`src/rtl/cke_pkg.sv`:
```
package cke_pkg;

    typedef enum logic [2:0] {
        CMD_NOP   = 3'd0,
        CMD_DESEL = 3'd1,
        CMD_READ  = 3'd2,
        CMD_WRITE = 3'd3,
        CMD_ACT   = 3'd4,
        CMD_PRE   = 3'd5,
        CMD_REF   = 3'd6,
        CMD_MRS   = 3'd7
    } cmd_e;

    typedef struct packed {
        logic busy;
        logic is_wr;
    } burst_flags_t;

    localparam int BEAT_W = 4;

    function automatic logic [BEAT_W-1:0] bl_beats(input logic [1:0] sel);
        return BEAT_W'(1) << sel;
    endfunction

    function automatic logic is_quiet_cmd(input logic [2:0] c);
        return (c == CMD_NOP) || (c == CMD_DESEL);
    endfunction

    function automatic logic is_col_cmd(input logic [2:0] c);
        return (c == CMD_READ) || (c == CMD_WRITE);
    endfunction

endpackage

```
`src/rtl/cke_gate.sv`:
```
module cke_gate
    import cke_pkg::*;
(
    input  logic       clk,
    input  logic       rst,
    input  logic       cke,
    input  logic [2:0] cmd,
    input  logic       busy_nxt,
    output logic       int_en,
    output logic       accept,
    output logic       pd,
    output logic       first_edge,
    output logic       pd_err
);
    logic cke_q, pd_q, first_q, err_q;
    logic illegal;

    assign int_en     = cke_q;
    assign accept     = cke_q && !first_q;
    assign illegal    = cke_q && first_q && !is_quiet_cmd(cmd);
    assign pd         = pd_q;
    assign first_edge = first_q;
    assign pd_err     = err_q;

    always_ff @(posedge clk) begin
        if (rst) begin
            cke_q   <= 1'b1;
            pd_q    <= 1'b0;
            first_q <= 1'b0;
            err_q   <= 1'b0;
        end else begin
            cke_q <= cke;
            if (pd_q)
                pd_q <= !cke;
            else
                pd_q <= !cke && !busy_nxt;
            if (pd_q && cke)
                first_q <= 1'b1;
            else if (cke_q)
                first_q <= 1'b0;
            err_q <= err_q | illegal;
        end
    end
endmodule

```
`src/rtl/burst_seq.sv`:
```
module burst_seq
    import cke_pkg::*;
#(
    parameter int COL_W = 9
) (
    input  logic             clk,
    input  logic             rst,
    input  logic             int_en,
    input  logic             accept,
    input  logic [2:0]       cmd,
    input  logic [1:0]       bl_sel,
    input  logic [COL_W-1:0] start_col,
    output burst_flags_t     flags,
    output logic             busy_nxt,
    output logic [COL_W-1:0] col_q,
    output logic             beat,
    output logic             beat_wr,
    output logic [COL_W-1:0] beat_col
);
    logic [BEAT_W-1:0] left_q, left_after, beats;
    logic [COL_W-1:0]  mask_q, mask_now, step_col;
    burst_flags_t      flags_q;
    logic              start;

    assign start    = accept && is_col_cmd(cmd);
    assign beats    = bl_beats(bl_sel);
    assign mask_now = start ? COL_W'(beats - BEAT_W'(1)) : mask_q;
    assign beat     = start || (int_en && flags_q.busy);
    assign beat_wr  = beat && (start ? (cmd == CMD_WRITE) : flags_q.is_wr);
    assign beat_col = start ? start_col : col_q;
    assign step_col = (beat_col & ~mask_now) | ((beat_col + COL_W'(1)) & mask_now);
    assign left_after = start ? beats - BEAT_W'(1) : left_q - BEAT_W'(1);
    assign busy_nxt = beat ? (left_after != '0) : flags_q.busy;
    assign flags    = flags_q;

    always_ff @(posedge clk) begin
        if (rst) begin
            flags_q <= '0;
            left_q  <= '0;
            col_q   <= '0;
            mask_q  <= '0;
        end else if (beat) begin
            flags_q.busy  <= busy_nxt;
            flags_q.is_wr <= start ? (cmd == CMD_WRITE) : flags_q.is_wr;
            left_q        <= left_after;
            col_q         <= step_col;
            mask_q        <= mask_now;
        end
    end
endmodule

```
`src/rtl/beat_io.sv`:
```
module beat_io #(
    parameter int COL_W = 9,
    parameter int DW    = 16
) (
    input  logic             clk,
    input  logic             rst,
    input  logic             beat,
    input  logic             beat_wr,
    input  logic [COL_W-1:0] beat_col,
    input  logic [DW-1:0]    wdata,
    input  logic [DW-1:0]    rd_data,
    output logic             wr_stb,
    output logic [COL_W-1:0] wr_col,
    output logic [DW-1:0]    wr_data,
    output logic [DW-1:0]    dq_out
);
    always_ff @(posedge clk) begin
        if (rst) begin
            wr_stb  <= 1'b0;
            wr_col  <= '0;
            wr_data <= '0;
            dq_out  <= '0;
        end else begin
            wr_stb <= beat && beat_wr;
            if (beat && beat_wr) begin
                wr_col  <= beat_col;
                wr_data <= wdata;
            end
            if (beat && !beat_wr)
                dq_out <= rd_data;
        end
    end
endmodule

```
`src/rtl/sdram_cke_ctrl.sv`:
```
module sdram_cke_ctrl
    import cke_pkg::*;
#(
    parameter int COL_W = 9,
    parameter int DW    = 16
) (
    input  logic             clk,
    input  logic             rst,
    input  logic             cke,
    input  logic [2:0]       cmd,
    input  logic [1:0]       bl_sel,
    input  logic [COL_W-1:0] start_col,
    input  logic [DW-1:0]    wdata,
    input  logic [DW-1:0]    rd_data,
    output logic             int_en,
    output logic [COL_W-1:0] cur_col,
    output logic             wr_stb,
    output logic [COL_W-1:0] wr_col,
    output logic [DW-1:0]    wr_data,
    output logic [DW-1:0]    dq_out,
    output logic             out_hold,
    output logic             buf_gate,
    output logic             pd_err
);
    logic             accept_w, busy_nxt_w, first_w, beat_w, beat_wr_w;
    logic [COL_W-1:0] col_w;
    burst_flags_t     flags_w;

    cke_gate u_gate (
        .clk(clk), .rst(rst), .cke(cke), .cmd(cmd), .busy_nxt(busy_nxt_w),
        .int_en(int_en), .accept(accept_w), .pd(buf_gate),
        .first_edge(first_w), .pd_err(pd_err)
    );

    burst_seq #(.COL_W(COL_W)) u_seq (
        .clk(clk), .rst(rst), .int_en(int_en), .accept(accept_w), .cmd(cmd),
        .bl_sel(bl_sel), .start_col(start_col), .flags(flags_w),
        .busy_nxt(busy_nxt_w), .col_q(col_w), .beat(beat_w),
        .beat_wr(beat_wr_w), .beat_col(cur_col)
    );

    beat_io #(.COL_W(COL_W), .DW(DW)) u_io (
        .clk(clk), .rst(rst), .beat(beat_w), .beat_wr(beat_wr_w),
        .beat_col(cur_col), .wdata(wdata), .rd_data(rd_data),
        .wr_stb(wr_stb), .wr_col(wr_col), .wr_data(wr_data), .dq_out(dq_out)
    );

    assign out_hold = flags_w.busy && !flags_w.is_wr && !int_en;
endmodule

```
`config.mk`:
```
export PLATFORM = sky130hd
export DESIGN_NAME = sdram_cke_ctrl
export DESIGN_NICKNAME = d
export VERILOG_FILES = /design/src/rtl/cke_pkg.sv /design/src/rtl/cke_gate.sv /design/src/rtl/burst_seq.sv /design/src/rtl/beat_io.sv /design/src/rtl/sdram_cke_ctrl.sv
export SDC_FILE = /design/constraint.sdc
export NUM_CORES = 1
export LEC_CHECK = 0
export BUFFER_PORTS_ARGS = -buffer_cell sky130_fd_sc_hd__buf_2
export CORE_MARGIN = 4
export CORE_UTILIZATION = 50
export CTS_CLUSTER_SIZE = 20
export DETAILED_ROUTE_END_ITERATION = 7
export GPL_TIMING_DRIVEN = 0
export PLACE_DENSITY_LB_ADDON = 0.25
export SYNTH_ARGS = -nofsm -noshare
export SYNTH_HDL_FRONTEND = slang
export SYNTH_SLANG_ARGS = --single-unit
```
`constraint.sdc`:
```
create_clock -name clk -period 2.65 [get_ports clk]
set_input_delay 0.265 -clock clk [delete_from_list [all_inputs] [get_ports clk]]
set_output_delay 0.265 -clock clk [all_outputs]
set_load 0.02 [all_outputs]
```
==> results.yml, run 1 <==
floorplanning:
  start_util: 0.5168
  die_h_um: 86.46
  die-area_mm2: 0.007475
  die_w_um: 86.46
  fp.coreArea_mm2: 0.005956
  io_pins: 104
  rows: 28
critical_path:
  crit_required_ns: 2.94
  slowest_delay_ns: 0.39
  crit_chain: "and4bb_1, buf_6, buf_4, buf_4, nand2_1, nand2_1, ha_2, and4_1, nand4_1, a21o_1, a211o_1, nand2_1"
  path_buf_inv: 3
  crit_path_top_delay_cell: "dfxtp_4"
  cp-start-kind: "flop"
  cp_top_family: "simple AND/OR/NAND/NOR gates"
  crit_cells: 12
  r2r_cells: 12
  criticalPathCategory: "reg -> reg"
  crit_top_cell: "nand2_1"
  critPathArrivalTime_ns: 2.76
  worstSetupEndpointType: "flop"
  cp_max_fo: 10
grt:
  antenna_found_initial: 0
  grt_util_all_layers: 0.2286
  grt_overflow: 0
  first_global_vias: 2956
  grt_pass1_wl_um: 13570
  grt_max_degree: 14
clocking:
  clock-sinks: 70
  cts_max_path_buffers: 2
  path_clk_slew_ns: 0.08
  cts_root_buf: "clkbuf_8"
  tritoncts: "built"
  htreeDepth: 3
  insertion_delay_ns: 0.34
  post_cts_buffers: 0
  numCtsBuffers: 9
timing:
  fmax_ghz: 0.4054
  worst_pin_slew_ns: 0.5338
  fin_crit_sh: 0.9308
  hold_violations: 0
  slew_violations: 0
  setup_violations: 0
  hold_ws_ns: 0.1534
  final.setup.tns_ns: 0
  timing.final.crit_period_ns: 2.467
  relSlewSlack: 0.6441
  skew_ns: 0.008747
  rsz0062_at_grt: "false"
placement:
  gp_congestion: 0.8739
  io_buffers: 102
  hpwl_um: 6215
route:
  drc: 0
  wl_met3_um: 734
  dr.pass1.iters: 5
  avgViaCountPerCell: 5.302
  vias: 3075
  wl_per_cell_um: 14.24
  routed_wirelength_um: 8262
  drtIter0Drc: 207
  routed.top_layer: "met4"
  wl_met2_um: 3913
  drt-met1-wl_um: 3434
  antenna_left: 0
synthesis:
  synthArstFlopShare: 0
  synth_edf_count: 0
  synth_cell_types: 49
  synthCells: 387
  synth_top_cell_by_area: "dfxtp_1"
  synth_top_area_share: 0.4553
  synth_seq_cells: 70
  yosys-top-cells-area: "dfxtp_1 46%, nand2_1 12%, a21oi_1 8.0%"
  syn_nets: 440
  ys.flop_type: "dfxtp_1"
  ys.warnings.count: 0
  synth-seq-area-share: 0.4553
  synth_area_mm2: 0.003078
  synth_area_per_cell_um2: 7.953
worst_hold_path:
  hold_depth: 3
  hp-class: "in -> reg"
finish:
  final_cell_mix: "109 x buf_2, 102 x nand2_1, 69 x dfxtp_1"
  finalNetCount: 553
  final_common_cell: "buf_2"
  syn_to_final_growth_pct: 26.22
  antenna_cells: 0
  nFillCells: 546
  drive_gt1_frac: 0.2812
power:
  ir_worst_vdd_mv: 0.5137
  leakage_nw: 1.694
  powerDensity_mw_per_mm2: 609.5
job:
  max_cap_viol_count: 0
run_status:
  outcome: "completed"
-- final timing paths --
kind | startpoint | endpoint | slack [ns]
setup / recovery | u_gate.int_en$_SDFF_PP1_ | u_seq.col_q[8]$_SDFFE_PP0P_ | 0.18
hold / removal | wdata[5] | u_io.wr_data[5]$_SDFFE_PP0P_ | 0.15
setup reg to reg | u_gate.int_en$_SDFF_PP1_ | u_seq.col_q[8]$_SDFFE_PP0P_ | 0.18
hold reg to reg | u_gate.pd_err$_SDFF_PP0_ | u_gate.pd_err$_SDFF_PP0_ | 0.45
-- sequential cells by signal, summed over array words and instances (netlist names) --
name,cells
u_io.wr_data,16
u_io.wr_stb,1
u_gate.pd,1
u_gate.first_edge,1
u_gate.int_en,1
u_seq.left_q,4
u_io.wr_col,9
u_io.dq_out,16
u_seq.flags,2
u_gate.pd_err,1
u_seq.mask_q,9
u_seq.col_q,9
-- power by group --
| part | leakage, nW | internal [mW] | switching [mW] |
|---|---|---|---|
| logic | 1.03 | 0.146 | 0.234 |
| registers | 0.569 | 1.10 | 0.0343 |
| clock network | 0.0973 | 0.441 | 0.413 |
| total | 1.69 | 1.69 | 0.681 |
-- stage by stage --
stage | area (um^2) | cells | utilization | worst slack, ns | total power [mW]
2_1_floorplan | 3078 | 387 | - | 0.1539 | 1.398
3_3_place_gp | 3682 | 564 | 0.6183 | 0.1228 | 1.527
3_5_place_dp | 3682 | 564 | 0.6183 | 0.08809 | 1.536
4_1_cts | 3879 | 580 | 0.6513 | 0.06140 | 2.389
5_1_grt | 3885 | 580 | 0.6523 | 0.001210 | 2.484
6_report | 3885 | 580 | 0.6523 | 0.1833 | 2.368
-- routing by layer --
layer	vias up	track usage
met5	-	0
met4	0	0.1161
met3	17	0.05608
met2	126	0.3727
met1	1387	0.2800
li1	1545	-
-- logic make-up after synthesis --
kind of cell    count (synthesis)  share of synthesized area
buf+inv                        31                    0.05650
mux                             6                    0.02520
simple gates                  193                     0.2833
fa+ha+maj                       4                    0.01626
flops                          70                     0.4553
compound gates                 79                     0.1520
xor+xnor                        4                    0.01138
-- synthesized netlist by cell type, types with 2 or more instances --
cell type and instances:
inv_1 6, buf_4 5, nand3b_1 7, mux2i_1 3, buf_2 7, or3_1 3
xnor2_1 3, nand3_1 15, o31ai_1 2, nor3_1 12, and2_1 2, a21oi_1 49
a221oi_1 2, or2_2 2, nor2_1 30, clkbuf_1 8, buf_6 4, o211ai_1 3
nand2b_1 6, o21ai_0 6, nand4_1 6, ha_1 4, nand2_1 102, dfxtp_1 70
a211oi_1 6
-- tightest hold or removal path, stage by stage --
cell,delay (ns)
buf_2,0.09
nand2_1,0.04
a21oi_1,0.05
-- final cells by class --
cell class	count	area (um^2)	share of cell area
Tap cell	75	93.84	0.02415
Buffer	25	151.4	0.03897
Inverter	6	22.52	0.005797
Timing Repair Buffer	102	510.5	0.1314
Clock inverter	6	68.82	0.01771
Sequential cell	70	1405	0.3617
Multi-Input combinational cell	286	1505	0.3874
Clock buffer	10	127.6	0.03285
-- repair_timing --
action,CTS,global route
gates resized for setup,0,3
hold buffers,0,0
setup endpoints to repair,0,2
Power figures use the tool's default switching activity.
==> inputs of run 2 (changes only) <==
CORE_MARGIN = default   (was 4)
CORE_UTILIZATION = 45   (was 50)
clock period = 1.99 ns   (was 2.65 ns; I/O delays follow)
==> results.yml, run 2 (synthesized netlist as in run 1, its figures left out) <==
grt:
  antenna_found_initial: 0
  use_met1: 0.2960
  grt_util_all_layers: 0.2467
  grt_overflow: 0
  first_global_vias: 2945
  grt_busiest_layer: "met2"
  gr-usage-met3: 0.08063
  grt_max_degree: 13
  use_met2: 0.4132
  grt_pass1_wl_um: 13850
route:
  drc: 4
  routed_wirelength_um: 8709
  avgViaCountPerCell: 5.476
  wl_per_cell_um: 14.66
  vias: 3253
  antenna_left: 0
  dr.pass1.iters: 7
  drtIter0Drc: 173
critical_path:
  cp-start-kind: "flop"
  worstSetupEndpointType: "flop"
  crit_required_ns: 2.29
  criticalPathCategory: "reg -> reg"
  cp_max_fo: 4
  critPathArrivalTime_ns: 2.37
timing:
  hold_violations: 0
  worst_pin_slew_ns: 0.5029
  slew_violations: 0
  relSlewSlack: 0.6647
  rsz0062_at_grt: "true"
  worst_slack_ns: -0.08405
  setup_violations: 3
  skew_ns: 0.008077
  fmax_ghz: 0.4821
  fin_crit_sh: 1.042
  hold_ws_ns: 0.05778
  timing.final.crit_period_ns: 2.074
floorplanning:
  die_h_um: 84.71
  fp.coreArea_mm2: 0.006459
  rows: 29
  io_pins: 104
  start_util: 0.4766
  die-area_mm2: 0.007175
  die_w_um: 84.71
clocking:
  tritoncts: "built"
  cts_hold_buf: 0
  clock-sinks: 70
  cts_root_buf: "clkbuf_8"
  path_clk_slew_ns: 0.08
  numCtsBuffers: 9
  htreeDepth: 3
  cts_max_path_buffers: 2
  insertion_delay_ns: 0.35
power:
  ir_worst_vdd_mv: 0.7582
  leakage_nw: 1.824
  powerDensity_mw_per_mm2: 790.6
  total_power_mw: 3.351
finish:
  syn_to_final_growth_pct: 37.72
  multi_input_area_mm2: 0.001703
  final_cell_mix: "102 x buf_2, 91 x nand2_1, 68 x dfxtp_1"
  final_design_area_no_fill_mm2: 0.004239
  finalNetCount: 565
  nFillCells: 565
  top_regs: "u_io.dq_out x16, u_io.wr_data x16"
  seq_area_mm2: 0.001406
  drive_gt1_frac: 0.3520
  antenna_cells: 0
  final_common_cell: "buf_2"
  post-route-util: 0.6563
job:
  max_cap_viol_count: 0
placement:
  placed_cell_area_mm2: 0.003742
  hpwl_um: 6006
  gp_congestion: 0.8322
  io_buffers: 102
worst_hold_path:
  hp-class: "in -> reg"
run_status:
  outcome: "finished with violations"
  violations: "DRC, setup timing"
## run 2: stage by stage
step	std cells	setup TNS, ns	setup WS [ns]
after global routing	594	-0.5855	-0.1758
after floorplan	387	-0.2058	-0.1319
after CTS	592	-0.2061	-0.06039
final	594	-0.1410	-0.08405
after global placement	566	-1.279	-0.3150
after detailed placement	566	-1.484	-0.3733
## run 2: path summary, 6_finish.rpt
check | from | cells past startpoint | slack [ns] | end
setup / recovery | u_gate.first_edge$_SDFFE_PP0P_ | 12 | -0.08 | u_seq.col_q[8]$_SDFFE_PP0P_
hold / removal | cke | 2 | 0.06 | u_gate.int_en$_SDFF_PP1_
setup reg to reg | u_gate.first_edge$_SDFFE_PP0P_ | 12 | -0.08 | u_seq.col_q[8]$_SDFFE_PP0P_
hold reg to reg | u_gate.pd_err$_SDFF_PP0_ | 2 | 0.45 | u_gate.pd_err$_SDFF_PP0_
## run 2: cell type report
cell class / count / share of cell area
Buffer: 24 / 0.04339
Inverter: 6 / 0.005313
Sequential cell: 70 / 0.3318
Clock inverter: 4 / 0.01712
Tap cell: 77 / 0.02273
Multi-Input combinational cell: 286 / 0.4017
Clock buffer: 12 / 0.03188
Timing Repair Buffer: 115 / 0.1461
## run 2: worst max-delay path: stages, from the launching register on
cell and delay (ns):
dfxtp_2 0.33, and4bb_1 0.27, buf_6 0.13, buf_8 0.10, buf_8 0.10, nand2_4 0.05
nand2_4 0.07, ha_4 0.15, and4_4 0.23, nand4_1 0.11, a21o_1 0.18, a211o_1 0.25
nand2_1 0.05
## run 2: metal layers
metal  wire, um  part of all wire
met1       3744              0.43
met2       4171              0.48
met3        583             0.067
met4        210             0.024
met5          0                 0
## run 2: report_power, final
group	internal [mW]	switching [mW]
clock network	0.705	0.530
registers	1.47	0.0499
logic	0.247	0.354
total	2.42	0.934
## run 2: what timing repair did
item                                    CTS  global route
buffers inserted                         10             3
pin swaps                                 6             4
cloned                                    0             0
endpoints found under the setup margin   14            40
gates resized for setup                  22            28
==> inputs of run 3 (changes only) <==
CORE_UTILIZATION = 47   (was 45)
SYNTH_HIERARCHICAL = 1   (was default)
==> results.yml, run 3 <==
run_status:
  outcome: "finished with violations"
  violations: "setup timing"
critical_path:
  r2r_end: "u_seq/col_q[8]$_SDFFE_PP0P_"
  cp-endpoint: "u_seq/col_q[8]$_SDFFE_PP0P_"
  criticalPathCategory: "reg -> reg"
  critPathArrivalTime_ns: 2.49
  crit_required_ns: 2.22
  cp_max_fo: 10
  startpoint: "u_gate/int_en$_SDFF_PP1_"
  rrSetupSlack_ns: -0.27
  worstReg2RegStart: "u_gate/int_en$_SDFF_PP1_"
  r2r_cells: 12
  worstSetupEndpointType: "flop"
  cp-start-kind: "flop"
timing:
  rsz0062_at_grt: "true"
  fin_crit_sh: 1.134
  fmax_ghz: 0.4432
  worst_pin_slew_ns: 0.5567
  hold_violations: 0
  timing.final.crit_period_ns: 2.256
  hold_ws_ns: 0.07751
  worst_slack_ns: -0.2662
  skew_ns: 0.007770
  final.setup.tns_ns: -3.071
  setup_violations: 35
  relSlewSlack: 0.6289
  slew_violations: 0
worst_hold_path:
  hp-class: "in -> reg"
synthesis:
  synth-seq-area-share: 0.4011
  synth_area_mm2: 0.003493
  ys.flop_type: "dfxtp_1"
  synth_area_per_cell_um2: 9.169
  synth_common_cells: "70 x dfxtp_1, 47 x nand2_1, 33 x nand3_1"
  synthArstFlopShare: 0
  syn_nets: 434
  synth_most_common_cell: "dfxtp_1"
  synth_seq_cells: 70
  synth_top_area_share: 0.4011
  synth_top_cell_by_area: "dfxtp_1"
  synth_cell_types: 47
  synth_edf_count: 0
  synthCells: 381
  ys.warnings.count: 6
  yosys-top-cells-area: "dfxtp_1 40%, a21bo_1 6.9%, a21oi_2 6.5%"
finish:
  drive_gt1_frac: 0.4991
  finalNetCount: 591
  antenna_cells: 0
  final_common_cell: "buf_2"
  top_regs: "u_io/dq_out x16, u_io/wr_data x16"
  syn_to_final_growth_pct: 50.72
  post-route-util: 0.7298
  final_cell_mix: "100 x buf_2, 68 x dfxtp_1, 34 x buf_4"
  nFillCells: 529
  finalNonFillerCells: 642
route:
  antenna_left: 0
  drtIter0Drc: 161
  avgViaCountPerCell: 5.427
  vias: 3484
  wl_per_cell_um: 16.15
  dr.pass1.iters: 4
  drc: 0
  routed_wirelength_um: 10370
power:
  total_power_mw: 3.792
  leakage_nw: 2.225
  powerDensity_mw_per_mm2: 720.2
  ir_worst_vdd_mv: 0.4662
grt:
  grt_max_degree: 15
  antenna_found_initial: 0
  first_global_vias: 2952
  grt_pass1_wl_um: 14400
  grt_util_all_layers: 0.2380
  grt_overflow: 0
clocking:
  cts_root_buf: "clkbuf_8"
  insertion_delay_ns: 0.35
  clock-sinks: 70
  cts_max_path_buffers: 2
  htreeDepth: 3
  path_clk_slew_ns: 0.07
  tritoncts: "built"
  numCtsBuffers: 9
job:
  max_cap_viol_count: 0
placement:
  gp_congestion: 0.8341
  place_inst: 583
  io_buffers: 103
  hpwl_um: 6233
floorplanning:
  die_w_um: 88.21
  fp.coreArea_mm2: 0.007214
  die_h_um: 88.21
  io_pins: 104
  rows: 31
  die-area_mm2: 0.007781
  start_util: 0.4842
==> run 3: how the worst min path moves through the flow <==
| stage | start | to | slack [ns] | cells past startpoint |
|---|---|---|---|---|
| floorplan | rst | u_gate/first_edge$_SDFFE_PP0P_ | 0.27 | 1 |
| global placement | cke | u_gate/int_en$_SDFF_PP1_ | 0.43 | 2 |
| detailed placement | cke | u_gate/int_en$_SDFF_PP1_ | 0.43 | 2 |
| CTS | cke | u_gate/int_en$_SDFF_PP1_ | 0.07 | 2 |
| global route | cke | u_gate/int_en$_SDFF_PP1_ | 0.07 | 2 |
| finish | cke | u_gate/int_en$_SDFF_PP1_ | 0.08 | 2 |
==> run 3: cells by family (layout without fill, tap and decap cells) <==
family                   Yosys count  count (layout)  synth area share
AO/OA/AOI/OAI                    105             105            0.2393
XOR/XNOR                           8               8           0.02006
adder cells (fa/ha/maj)            4               4           0.01433
buffers and inverters             36             198           0.06125
flip-flops                        70              70            0.4011
multiplexers                       3               3          0.008596
AND/OR/NAND/NOR                  155             155            0.2554
==> run 3: per-layer routing <==
metal	GRT usage	vias up	share of wire
li1	-	1657	-
met1	0.3214	1697	0.44
met2	0.3839	116	0.49
met3	0.04104	14	0.053
met4	0.08358	0	0.018
met5	0	-	0
==> run 3: what timing repair did <==
item | in CTS | in global routing
setup endpoints to repair | 61 | 56
setup buffers | 17 | 20
gates cloned | 0 | 7
hold buffers | 0 | 0
resized for setup | 26 | 72
pin swaps | 9 | 62
==> run 3: report_power, final <==
group / switching [mW] / internal, mW
logic: 0.424 / 0.409
registers: 0.0448 / 1.46
clock network: 0.551 / 0.903
total: 1.02 / 2.77
==> run 3: per-stage QoR <==
step / cell area [um^2] / setup WS (ns)
2_1_floorplan: 3611 / -0.3937
3_3_place_gp: 4250 / -0.5334
3_5_place_dp: 4250 / -0.5392
4_1_cts: 4721 / -0.2340
5_1_grt: 5265 / -0.3525
6_report: 5265 / -0.2662
==> run 3: layout make-up <==
type / count / area [um^2] / area share
Inverter: 7 / 26.28 / 0.004990
Buffer: 29 / 324.1 / 0.06155
Clock inverter: 3 / 90.09 / 0.01711
Tap cell: 99 / 123.9 / 0.02353
Multi-Input combinational cell: 275 / 2118 / 0.4023
Clock buffer: 13 / 158.9 / 0.03018
Timing Repair Buffer: 146 / 1017 / 0.1932
Sequential cell: 70 / 1406 / 0.2671
==> run 3: critical path: stages, from the launching register on <==
cell	delay, ns
dfxtp_4	0.34
nor2b_4	0.12
nand3b_1	0.13
clkbuf_8	0.16
clkbuf_16	0.15
nand2_2	0.08
nand2_4	0.09
ha_4	0.14
nand2_2	0.06
or4_4	0.43
o21ai_4	0.08
a211oi_2	0.09
a311o_1	0.27
